### config.mk
export PLATFORM = sky130hd
export DESIGN_NAME = line_coder
export DESIGN_NICKNAME = d
export VERILOG_FILES = /design/src/rtl/line_coder_pkg.sv /design/src/rtl/line_coder_diff.sv /design/src/rtl/line_coder_scram.sv /design/src/rtl/line_coder_manch.sv /design/src/rtl/line_coder.sv
export SDC_FILE = /design/constraint.sdc
export NUM_CORES = 1
export LEC_CHECK = 0
export BUFFER_PORTS_ARGS = -buffer_cell sky130_fd_sc_hd__clkbuf_2
export CORE_MARGIN = 2
export CORE_UTILIZATION = 60
export CTS_BUF_LIST = sky130_fd_sc_hd__clkbuf_16
export CTS_CLUSTER_SIZE = 14
export DETAILED_ROUTE_END_ITERATION = 6
export GPL_ROUTABILITY_DRIVEN = 1
export PLACE_DENSITY = 0.91
export SLEW_MARGIN = 5
export SYNTH_ARGS = -nofsm -noshare
export SYNTH_HDL_FRONTEND = slang
export SYNTH_SLANG_ARGS = --single-unit
### constraint.sdc
create_clock -name clk -period 2.5 [get_ports clk]
set_input_delay 0.125 -clock clk [delete_from_list [all_inputs] [get_ports clk]]
set_output_delay 0.125 -clock clk [all_outputs]
set_load 0.005 [all_outputs]
### src/rtl/line_coder_pkg.sv
package line_coder_pkg;
  localparam int DEF_SCR_LEN = 17;
  localparam int DEF_TAP_A   = 12;
  localparam int DEF_TAP_B   = 17;

  // Half-bit pair for Manchester: {first, second}
  function automatic logic [1:0] manch_pair(input logic b);
    return b ? 2'b10 : 2'b01;
  endfunction

  // Differential step: new level from old level and data bit
  function automatic logic diff_next(input logic lvl, input logic b);
    return lvl ^ b;
  endfunction
endpackage

### src/rtl/line_coder_diff.sv
module line_coder_diff (
  input  logic clk,
  input  logic rst_n,
  input  logic enable,
  input  logic step,
  input  logic d_in,
  output logic d_out
);
  import line_coder_pkg::*;
  logic lvl;

  assign d_out = enable ? diff_next(lvl, d_in) : d_in;

  always_ff @(posedge clk) begin
    if (!rst_n)                lvl <= 1'b0;
    else if (step && enable)   lvl <= d_out;
  end
endmodule

### src/rtl/line_coder_scram.sv
module line_coder_scram #(
  parameter int LEN   = 17,
  parameter int TAP_A = 12,
  parameter int TAP_B = 17
) (
  input  logic clk,
  input  logic rst_n,
  input  logic enable,
  input  logic step,
  input  logic d_in,
  output logic d_out
);
  logic [LEN-1:0] sr;   // sr[0] is the most recent output
  logic fb;

  assign fb    = sr[TAP_A-1] ^ sr[TAP_B-1];
  assign d_out = enable ? (d_in ^ fb) : d_in;

  always_ff @(posedge clk) begin
    if (!rst_n)               sr <= '0;
    else if (step && enable)  sr <= {sr[LEN-2:0], d_out};
  end
endmodule

### src/rtl/line_coder_manch.sv
module line_coder_manch (
  input  logic clk,
  input  logic rst_n,
  input  logic chip_en,
  input  logic take,
  input  logic sym,
  input  logic mode_req,
  output logic out_bit,
  output logic out_valid,
  output logic half2,
  output logic mode_act
);
  import line_coder_pkg::*;
  logic [1:0] pair;
  logic       second;

  assign pair = manch_pair(sym);

  always_ff @(posedge clk) begin
    if (!rst_n) begin
      out_bit   <= 1'b0;
      out_valid <= 1'b0;
      half2     <= 1'b0;
      mode_act  <= 1'b0;
      second    <= 1'b0;
    end else begin
      out_valid <= 1'b0;
      if (take) begin
        mode_act  <= mode_req;
        out_bit   <= mode_req ? pair[1] : sym;
        second    <= pair[0];
        half2     <= mode_req;
        out_valid <= 1'b1;
      end else if (chip_en && half2) begin
        out_bit   <= second;
        half2     <= 1'b0;
        out_valid <= 1'b1;
      end
    end
  end
endmodule

### src/rtl/line_coder.sv
module line_coder #(
  parameter int SCR_LEN = line_coder_pkg::DEF_SCR_LEN,
  parameter int TAP_A   = line_coder_pkg::DEF_TAP_A,
  parameter int TAP_B   = line_coder_pkg::DEF_TAP_B
) (
  input  logic clk,
  input  logic rst_n,
  input  logic cfg_diff,
  input  logic cfg_scram,
  input  logic cfg_manch,
  input  logic in_bit,
  input  logic in_valid,
  input  logic chip_en,
  output logic out_bit,
  output logic out_valid
);
  logic take_w, half2_w, mode_act_w, diff_w, scr_w;

  // A data bit is taken only at a bit boundary
  assign take_w = chip_en && in_valid && !half2_w;

  line_coder_diff u_diff (
    .clk(clk), .rst_n(rst_n), .enable(cfg_diff), .step(take_w),
    .d_in(in_bit), .d_out(diff_w)
  );

  line_coder_scram #(.LEN(SCR_LEN), .TAP_A(TAP_A), .TAP_B(TAP_B)) u_scram (
    .clk(clk), .rst_n(rst_n), .enable(cfg_scram), .step(take_w),
    .d_in(diff_w), .d_out(scr_w)
  );

  line_coder_manch u_manch (
    .clk(clk), .rst_n(rst_n), .chip_en(chip_en), .take(take_w),
    .sym(scr_w), .mode_req(cfg_manch), .out_bit(out_bit),
    .out_valid(out_valid), .half2(half2_w), .mode_act(mode_act_w)
  );
endmodule

### Yosys cells after proc, flatten, opt, wreduce, memory -nomap -nowiden

Cells that the tools add are included.

| cells by class | value |
|---|---|
| multiplexer cells | 10 |
| bitwise gates (word level) | 3 |
| reduce and logical (&&, ||, !) cells | 7 |

Operators by type and width:

| operator | number |
|---|---|
| $mux W1 | 9 |
| $logic_and A1 B1 Y1 | 5 |
| $xor A1 B1 Y1 | 3 |
| $mux W2 | 1 |
| $reduce_bool A2 Y1 | 1 |
| $logic_not A1 Y1 | 1 |

| word-level totals | value |
|---|---|
| flip-flop bits (word level) | 22 |
| input port bits | 8 |
| output and inout port bits | 2 |
| word-level logic and storage cells | 26 |

### Logic depth before layout (Yosys ltp)

Gate-level depths: netlist (run 1).

| logic depth | value |
|---|---|
| depth after elaboration | 7 |
| mapped depth | 5 |
| gate-level depth less buffers | 3 |

### Hierarchy

A second synthesis (run 1) with hierarchy kept.

| unflattened totals | value |
|---|---|
| cell total of the unflattened synthesis | 105 |
| area total of the unflattened synthesis | 1,017.2 um2 |

Modules (own cells, without submodules):

| module | times used | cells an instance | area an instance (um2) | sequential area each (um2) |
|---|---|---|---|---|
| line_coder_scram | 1 | 79 | 760.7 | 340.3 |
| line_coder_manch | 1 | 18 | 190.2 | 100.1 |
| line_coder_diff | 1 | 7 | 57.6 | 20.0 |
| line_coder | 1 | 1 | 8.8 | 0.0 |

### Least setup slack after synthesis (run 1)

No wires, ideal clock.

| timing | value |
|---|---|
| path type | flip-flop to flip-flop |
| from | register u_scram.sr[11] |
| to | register u_scram.sr[0] |
| setup time | 0.116 ns |
| arrival | 1.023 ns |
| required time | 2.384 ns |
| setup slack | 1.360 ns |
| cell stages (with the launch flop) | 4 |
| path buffers | 0 |
| clock period less this slack | 1.140 ns |
| cells stage by stage | dfxtp_1 > xor2_1 > a211o_1 > a41o_1 |

| on the way | value |
|---|---|
| longest elaborated chain between the ends | 3 |

RTL lines:

| element | RTL line | source |
|---|---|---|
| start, declared | line_coder_scram.sv:13 | `logic [LEN-1:0] sr;` |
| start signal, assigned | line_coder_scram.sv:21 | `else if (step && enable) sr <= {sr[LEN-2:0], d_out};` |
| $xor A1 B1 Y1 | line_coder_scram.sv:16 | `assign fb = sr[TAP_A-1] ^ sr[TAP_B-1];` |
| $xor A1 B1 Y1 | line_coder_scram.sv:17 | `assign d_out = enable ? (d_in ^ fb) : d_in;` |
| $mux W1 | line_coder_scram.sv:17 |  |

No other way between the ends.
A chain may end at the register's enable or synchronous reset.

### Worst setup path in the final report (run 1)

| timing | value |
|---|---|
| from | register u_manch.half2 |
| to | register u_scram.sr[5] |

| on the way | value |
|---|---|
| longest elaborated chain between the ends | 3 |

RTL lines:

| element | RTL line | source |
|---|---|---|
| start, declared | line_coder_manch.sv:10 | `output logic half2,` |
| start signal, assigned | line_coder_manch.sv:32 | `half2 <= mode_req;` |
| $logic_not A1 Y1 | line_coder.sv:20 | `assign take_w = chip_en && in_valid && !half2_w;` |
| $logic_and A1 B1 Y1 | line_coder.sv:20 |  |
| $logic_and A1 B1 Y1 | line_coder_scram.sv:21 |  |

No other way between the ends.

==> impl_metrics.tcl, run 1 <==
set metrics [dict create \
    n_antenna_cell 0 \
    worstSetupStartpointType "flop" \
    cp_max_fo 17 \
    synth.most_common_cell "nand2_1" \
    synthArstFlopShare_pct 0 \
    cp_cell_sequence "and4b_1 > nand2_1 > a21boi_1" \
    place_area_mm2 0.00102 \
    cp.arrival_ns 1.70 \
    drt-pass1-iter-count 4 \
    slew-limit-headroom_pct 46.9 \
    setup.worst_path.class "flop to flop" \
    drt_iter0_drc 10 \
    syn_nets 110 \
    overflow 0 \
    cts_repair_resize_count 0 \
    finalHoldViolCount 0 \
    critPathMaxStageDelay_ns 0.80 \
    synth_top_area_cell "dfxtp_1" \
    numCtsBuffers 3 \
    drc 0 \
    io_pins 10 \
    cts.hold.buffers_added 0 \
    clk_pin_slew_ns 0.06 \
    totalWireLength_um 1830 \
    cts_tree "built" \
    worstMarginPinSlew_ns 0.795 \
    core_area_mm2 0.00152 \
    clock_latency_ns 0.25 \
    dieArea_mm2 0.00200 \
    worstPathRequired_ns 2.68 \
    synthCells 102 \
    dpl.hpwl_um 1120 \
    antenna_found_initial 0 \
    cp_slowest_cell "and4b_1" \
    vias_per_cell 5.73 \
    synth_edf_count 0 \
    avgSynthCellArea_um2 9.76 \
    ctsHtreeMaxLevel 1 \
    fin_skew_ns 0.00226 \
    critPathCaptureType "flop" \
    yosysWarnings 0 \
    drv_cap 0 \
    hold_ws_ns 0.174 \
    place_ws_ns 1.05 \
    finalCriticalPeriod_ns 1.51 \
    netlist_area_um2 996 \
    ys_seq_area_share_pct 44.2 \
    synth_cell_types 31 \
    power_density_mw_per_mm2 754 \
    drv_slew 0 \
    antenna_left 0 \
    rsz0062_at_grt "false" \
    vias 728 \
    critPathBufInv 0 \
    tns_ns 0 \
    power.leakage_nw 0.422 \
    die-width_um 44.7 \
    post-route-util_pct 74.1 \
    grt_max_degree 24 \
    io_buffers 9 \
    syn_to_final_growth_pct 13.4 \
    fin_area_mm2 0.00113 \
    rows 14 \
    ys_ff_latch 22 \
    period_share_pct 60.4 \
    synthFlopType "dfxtp_1" \
    dp.cells 123 \
    post_cts_buffers 0 \
    clockRootBuffer "clkbuf_16" \
    cts.path.max_buffers 2 \
    start_util_pct 65.4 \
    grt_pass1_wl_um 3150 \
    synth_top_area_share_pct 44.2 \
    track_usage_pct 22.0 \
    first_global_vias 757 \
    gp_congestion 0.809 \
    synthTopCellsByCount "nand2_1, dfxtp_1, a21boi_2, nand2_2, a21boi_1" \
    post_layout_nonfiller_instances 127 \
    ys_top_cells_by_area "dfxtp_1, a21boi_2, nand2_1" \
    num-nets-final 120 \
    fmax_ghz 0.662 \
    drive_gt1_share_pct 33.3 \
    wl_per_cell_um 14.4 \
    hold_path_class "input pin to flop" \
    die-height_um 44.7 \
    ir_worst_vdd_mv 0.449 \
    status "finished, final reports clean" \
    finalPower_uw 852 \
    final-setup-viol-count 0 \
    critPathTopFamily "simple AND/OR/NAND/NOR gates" \
    clock_sinks 22 \
    layout_setup_ws_ns 0.989 \
]
registers in the layout, summed over array words and instances, names as in the netlist:
register           flops
u_manch.out_valid      1
u_manch.second         1
u_diff.lvl             1
u_scram.sr            17
u_manch.half2          1
u_manch.out_bit        1
path summary, 6_finish.rpt:
| check | startpoint | to | slack, ns | cells past startpoint |
|---|---|---|---|---|
| worst min-delay path | in_bit | u_diff.lvl | 0.17 | 3 |
| worst max-delay path | u_manch.half2 | u_scram.sr[5] | 0.99 | 3 |
| worst min register to register | u_scram.sr[8] | u_scram.sr[9] | 0.45 | 2 |
| worst max register to register | u_manch.half2 | u_scram.sr[5] | 0.99 | 3 |
area by class of cell:
| class | instances | area (um2) |
|---|---|---|
| clock inverter | 1 | 30.0 |
| clock buffer | 3 | 75.1 |
| timing repair buffer | 10 | 52.6 |
| sequential | 22 | 440 |
| inverter | 1 | 3.75 |
| fill | 97 | 394 |
| multi-input combinational | 74 | 508 |
| tap | 16 | 20.0 |
metal layers:
| metal | track usage [%] | wire, um | vias to the layer above |
|---|---|---|---|
| li1 | - | - | 376 |
| met1 | 27.2 | 894 | 348 |
| met2 | 36.5 | 898 | 2 |
| met3 | 3.60 | 23 | 2 |
| met4 | 12.1 | 9 | 0 |
| met5 | 0 | 0 | - |
power by group:
part           leakage, nW  total, mW  switching, mW  internal [mW]
sequential           0.178      0.359        0.00330          0.356
combinational        0.193     0.0458         0.0257         0.0202
clock               0.0511      0.448          0.130          0.318
placed cells by master, fill, tap and decap left out, types with 2 or more instances in the layout:
cell / Yosys / final
a31oi_1: 2 / 2
a21boi_1: 8 / 8
clkbuf_2: 0 / 9
a21boi_2: 10 / 10
clkbuf_16: 0 / 3
dfxtp_1: 22 / 22
nand2_1: 23 / 23
nand2_2: 10 / 10
and2_1: 2 / 2
worst register-to-register path: stages, from the launching register on:
cell and delay (ns):
dfxtp_1 0.37, and4b_1 0.80, nand2_1 0.12, a21boi_1 0.15
cell families (layout without fill, tap and decap cells):
group                     Yosys count  count (layout)  synth area share, %
and+or+nand+nor                    44              44                 24.0
AOI/OAI and AO/OA                  28              28                 25.1
DFF                                22              22                 44.2
buffers and inverters               6              15                 4.77
xor gates and xnor gates            1               1                0.880
muxes                               1               1                 1.01
(Power assumes the default switching activity.)
==> run 2, diff against run 1 <==
ABC_AREA = 1   (was not set)
CORE_UTILIZATION = 49   (was 60)
PLACE_DENSITY = 0.81   (was 0.91)
clock period = 1.24 ns   (was 2.5 ns; I/O delays follow)
==> run 2 against run 1 <==
Effect of this change: die area up 8.8%; sequential power up 100%; clock power up 50%; critical path depth up 3; critical path type unchanged; combinational power up 120%; worst hold slack worse by 0.13 ns.
==> impl_metrics.tcl, run 2 <==
set metrics [dict create \
    worstHoldPathCells 3 \
    wl_per_cell_um 11.0 \
    synth_edf_count 0 \
    r2r_slack_ns 0.11 \
    worstHoldStart "cfg_manch" \
    drt_iter0_drc 7 \
    io_buffers 9 \
    antenna_found_initial 0 \
    intPower_mw 1.18 \
    synth.most_common_cell "nand2_1" \
    cts.path.max_buffers 2 \
    fin_area_mm2 0.00102 \
    gp_congestion 0.722 \
    worstPathRequired_ns 1.42 \
    n_antenna_cell 0 \
    rows 15 \
    synth_top_family_by_area "simple AND/OR/NAND/NOR gates" \
    multi_input_area_um2 367 \
    syn_to_final_growth_pct 14.6 \
    r2r_cells 6 \
    critPathMaxStageDelay_ns 0.31 \
    clk_pin_slew_ns 0.05 \
    finalCriticalPeriod_ns 1.13 \
    slew-limit-headroom_pct 73.8 \
    dpl.hpwl_um 1160 \
    dp.cells 147 \
    worstMarginPinSlew_ns 0.389 \
    clockRootBuffer "clkbuf_16" \
    r2r_end "u_scram.sr[10]" \
    top_register "u_scram.sr" \
    synth_top_area_share_pct 49.4 \
    seq_area_um2 440 \
    die-width_um 46.7 \
    syn_nets 124 \
    holdPathEnd "u_manch.half2" \
    drt-pass1-iter-count 4 \
    post-route-util_pct 59.2 \
    tns_ns 0 \
    synthSimpleGateAreaFrac_pct 25.5 \
    ctsHtreeMaxLevel 1 \
    ys_ff_latch 22 \
    synth_compound_area_share_pct 15.6 \
    drc 0 \
    cp_max_fo 13 \
    numCtsBuffers 3 \
    netlist_area_um2 892 \
    die-height_um 46.7 \
    synthFlopType "dfxtp_1" \
    power.leakage_nw 0.404 \
    largest_register_ffs 17 \
    ys_seq_area_share_pct 49.4 \
    cp_slowest_cell "dfxtp_1" \
    drive_gt1_share_pct 15.1 \
    totalWireLength_um 1660 \
    grt_max_degree 20 \
    synthTopCellsByCount "nand2_1, dfxtp_1, a21oi_1" \
    drv_cap 0 \
    seqPwrFrac_pct 48.5 \
    place_area_um2 943 \
    rsz0062_at_grt "true" \
    start_util_pct 51.7 \
    synth_top_area_cell "dfxtp_1" \
    synth_cell_types 15 \
    synthArstFlopShare_pct 0 \
    place_ws_ns 0.0866 \
    setup.worst_path.class "flop to flop" \
    synth_xor_area_share_pct 0 \
    dieArea_mm2 0.00218 \
    critPathTopFamily "buffers and inverters" \
    post_layout_nonfiller_instances 151 \
    clkPwrFrac_pct 44.8 \
    vias_per_cell 5.10 \
    clock_sinks 22 \
    cts_tree "built" \
    antenna_left 0 \
    clock_latency_ns 0.25 \
    core_area_mm2 0.00173 \
    ir_worst_vdd_mv 0.913 \
    critPathCaptureType "flop" \
    hold_path_class "input pin to flop" \
    layout_setup_ws_ns 0.109 \
    final-setup-viol-count 0 \
    post_cts_buffers 0 \
    finalHoldViolCount 0 \
    track_usage_pct 17.6 \
    grt_pass1_wl_um 2560 \
    cp_cell_sequence "inv_1 > nand3_2 > inv_2 > buf_4 > nand3_1 > a21oi_1" \
    avgSynthCellArea_um2 7.69 \
    yosysWarnings 0 \
    worstSetupStartpointType "flop" \
    ys_top_cells_by_area "dfxtp_1, a21oi_1, nand2_1" \
    synthCells 116 \
    drv_slew 0 \
    p_switching_uw 313 \
    synthMuxAreaShare_pct 0 \
    final_cell_mix "nand2_1, dfxtp_1, a21oi_1" \
    p_sw_share_pct 20.9 \
    power_density_mw_per_mm2 1460 \
    io_pins 10 \
    cp.arrival_ns 1.31 \
    status "finished, final reports clean" \
    p_comb_share_pct 6.7 \
    vias 770 \
    fill_cells 167 \
    overflow 0 \
    period_share_pct 91.2 \
    critPathBufInv 3 \
    first_global_vias 631 \
    num-nets-final 135 \
    synth_fa_ha_area_share_pct 0 \
    fin_skew_ns 0.00532 \
    mostFrequentLayoutCell "nand2_1" \
    fmax_ghz 0.884 \
    r2r_start "u_manch.half2" \
]
==> run 2: cell types whose count changed after synthesis, moves of 2 or more <==
| cell | delta |
|---|---|
| and2_1 | -2 |
| a31oi_1 | -2 |
| nand2_1 | +5 |
| a21oi_1 | +21 |
| o21ai_0 | +4 |
| a21boi_1 | -8 |
| buf_4 | +2 |
| a21boi_2 | -10 |
| clkbuf_1 | -2 |
| nand3_1 | +17 |
| nor2_1 | +3 |
| nand2_2 | -10 |
| inv_1 | +7 |
==> run 2: per-layer routing <==
metal | GRT usage [%] | share of wire [%]
met1 | 18.9 | 44
met2 | 30.0 | 50
met3 | 3.53 | 3.0
met4 | 13.3 | 3.1
met5 | 0 | 0
==> run 2: worst register-to-register path, cell delays in order, from the launching register on <==
cell	delay [ns]
dfxtp_1	0.31
inv_1	0.06
nand3_2	0.07
inv_2	0.15
buf_4	0.22
nand3_1	0.09
a21oi_1	0.16
==> run 2: kinds of logic (layout without fill, tap and decap cells) <==
kind of cell    Yosys count  in the layout
flops                    22             22
buf+inv                  16             26
simple gates             51             51
compound gates           27             27
==> run 2: area by class of cell <==
class	count	area share, %
inverter	10	3.67
clock inverter	1	0.367
timing repair buffer	12	6.61
clock buffer	3	7.34
multi-input combinational	78	35.9
sequential	22	43.1
tap	25	3.06
==> run 2: stage by stage <==
step           power [mW]  hold slack [ns]
3_3_place_gp        0.838            0.300
3_5_place_dp        0.842            0.308
5_1_grt              1.54           0.0644
2_1_floorplan       0.814            0.200
6_report             1.50           0.0441
4_1_cts              1.51           0.0420
==> run 2: repair_timing <==
action	CTS	global route
hold buffers	0	0
gates resized for setup	0	1
setup endpoints to repair	0	2
endpoints found under the hold margin	0	0
==> run 2: power by group through the flow <==
stage / registers [mW] / logic [mW] / clock network, mW
2_1_floorplan: 0.741 / 0.0735 / 0
3_3_place_gp: 0.741 / 0.0968 / 0
3_5_place_dp: 0.741 / 0.101 / 0
4_1_cts: 0.726 / 0.101 / 0.683
5_1_grt: 0.727 / 0.114 / 0.700
6_report: 0.726 / 0.101 / 0.670
==> run 2: how the worst max path moves through the flow <==
stage	slack, ns	end	depth (start not counted)	from
6_report	0.11	u_scram.sr[10]	6	u_manch.half2
5_1_grt	-0.001	u_scram.sr[2]	6	u_manch.half2
3_3_place_gp	0.16	u_scram.sr[7]	6	u_manch.half2
3_5_place_dp	0.09	u_scram.sr[16]	6	u_manch.half2
4_1_cts	0.1	u_scram.sr[10]	6	u_manch.half2
2_1_floorplan	0.29	u_scram.sr[11]	7	u_manch.half2
==> run 3, diff against run 2 <==
CELL_PAD_IN_SITES_DETAIL_PLACEMENT = 1   (was not set)
CELL_PAD_IN_SITES_GLOBAL_PLACEMENT = 2   (was not set)
CORE_UTILIZATION = 28   (was 49)
PLACE_DENSITY = 0.8   (was 0.81)
TNS_END_PERCENT = 5   (was not set)
==> run 3 against run 2 <==
Effect of this change: first-iteration DRC count increased to 5.0 times the previous value; cell area increased by 3.8%; via count unchanged; wire length increased by 7.7%; fmax increased by 4.9%; global-route usage decreased by 6.5 points; clock power decreased by 3%; sequential share of layout area decreased by 1.6 points; highest routed layer is now met3; critical path type unchanged.
==> impl_metrics.tcl, run 3 (synthesis gave the netlist of run 2 again) <==
set metrics [dict create \
    r2r_start "u_manch.half2" \
    critPathCaptureType "flop" \
    io_pins 10 \
    worstSetupStartpointType "flop" \
    post_cts_buffers 0 \
    fmax_ghz 0.928 \
    r2r_end "u_manch.out_bit" \
    post-route-util_pct 34.8 \
    drv_cap 0 \
    clockRootBuffer "clkbuf_16" \
    cts_tree "built" \
    r2r_cells 4 \
    cp.arrival_ns 1.22 \
    cts.path.max_buffers 2 \
    rows 20 \
    grtUsageMet3_pct 4.48 \
    final-setup-viol-count 0 \
    crit_end "u_manch.out_bit" \
    mostFrequentLayoutCell "nand2_1" \
    clock_latency_ns 0.25 \
    dieArea_mm2 0.00365 \
    clock_sinks 22 \
    period_share_pct 86.9 \
    p_sw_share_pct 20.6 \
    finalCriticalPeriod_ns 1.08 \
    wl_per_cell_um 10.5 \
    syn_to_final_growth_pct 18.9 \
    hold_ws_ns 0.0515 \
    overflow 0 \
    clk_pin_slew_ns 0.05 \
    drt-pass1-iter-count 4 \
    start_util_pct 29.2 \
    worstPathRequired_ns 1.38 \
    drive_gt1_share_pct 15.9 \
    drt_iter0_drc 35 \
    grt_pass1_wl_um 3090 \
    setup.worst_path.start "u_manch.half2" \
    n_antenna_cell 0 \
    clkPwrFrac_pct 43.8 \
    grt_use_met2_pct 18.6 \
    antenna_left 0 \
    status "finished, final reports clean" \
    numCtsBuffers 3 \
    place_area_um2 975 \
    top_register "u_scram.sr" \
    ctsHtreeMaxLevel 1 \
    dpl.hpwl_um 1280 \
    fin_area_mm2 0.00106 \
    drv_slew 0 \
    final_cell_mix "nand2_1, dfxtp_1, a21oi_1" \
    seqPwrFrac_pct 48.8 \
    largest_register_ffs 17 \
    core_area_mm2 0.00305 \
    drc 0 \
    rsz0062_at_grt "false" \
    track_usage_pct 11.1 \
    slew-limit-headroom_pct 71.0 \
    cp_max_fo 4 \
    vias 770 \
    die-width_um 60.4 \
    intPower_mw 1.18 \
    setup.worst_path.class "flop to flop" \
    tns_ns 0 \
    hold_path_class "input pin to flop" \
    worstHoldStart "cfg_manch" \
    use_met1_pct 14.2 \
    power.leakage_nw 0.403 \
    gr-max-usage-layer "met2" \
    worstMarginPinSlew_ns 0.431 \
    vias_per_cell 4.53 \
    r2r_slack_ns 0.16 \
    ir_worst_vdd_mv 0.741 \
    io_buffers 9 \
    fin_skew_ns 0.000708 \
    first_global_vias 705 \
    totalWireLength_um 1790 \
    num-nets-final 136 \
    grt_max_degree 20 \
    antenna_found_initial 0 \
    die-height_um 60.4 \
    power_density_mw_per_mm2 1400 \
    finalHoldViolCount 0 \
    gp_congestion 0.701 \
    p_comb_share_pct 7.4 \
    p_switching_uw 307 \
]
==> run 3: metrics by stage <==
stage | cells | power, mW | worst slack [ns]
finish | 170 | 1.49 | 0.162
CTS | 170 | 1.51 | 0.139
floorplan | 116 | 0.814 | 0.293
global route | 170 | 1.56 | 0.0105
global placement | 167 | 0.845 | 0.187
detailed placement | 167 | 0.849 | 0.150
==> run 3: power groups by stage <==
stage / combinational (mW) / sequential (mW) / clock [mW]
finish: 0.111 / 0.727 / 0.652
global route: 0.128 / 0.728 / 0.706
CTS: 0.108 / 0.727 / 0.676
detailed placement: 0.107 / 0.742 / 0
global placement: 0.104 / 0.741 / 0
floorplan: 0.0735 / 0.741 / 0
==> run 3: how the worst min path moves through the flow <==
stage                                  to  slack (ns)  cells past startpoint
after floorplan           u_manch.out_bit        0.20                      2
after global routing        u_manch.half2        0.08                      3
after global placement      u_manch.half2        0.30                      3
after CTS                   u_manch.half2        0.05                      3
after detailed placement    u_manch.half2        0.32                      3
final                       u_manch.half2        0.05                      3
==> run 3: repair_timing <==
| item | in CTS | in global routing |
|---|---|---|
| endpoints found under the setup margin | 0 | 2 |
| hold buffers | 0 | 0 |
| gates resized for setup | 0 | 3 |
==> run 3: layout make-up <==
type                    instances  area [um2]
clock buffers                   3        75.1
fillers                       398        1990
inverters                      10        40.0
multi-input cells              78         375
flip-flops and latches         22         440
well taps                      44        55.1
repair buffers                 13        75.1
==> run 3: worst max-delay path, stage by stage (launching register included) <==
cell and delay, ns:
dfxtp_1 0.31, o21ai_0 0.38, inv_1 0.07, o21ai_0 0.15, a21oi_1 0.06
==> run 3: layer usage <==
layer,vias up,share of wire (%),wire (um)
met5,-,0,0
met4,0,0,0
met3,0,4.6,83
met2,10,50,890
met1,359,45,811
li1,401,-,-
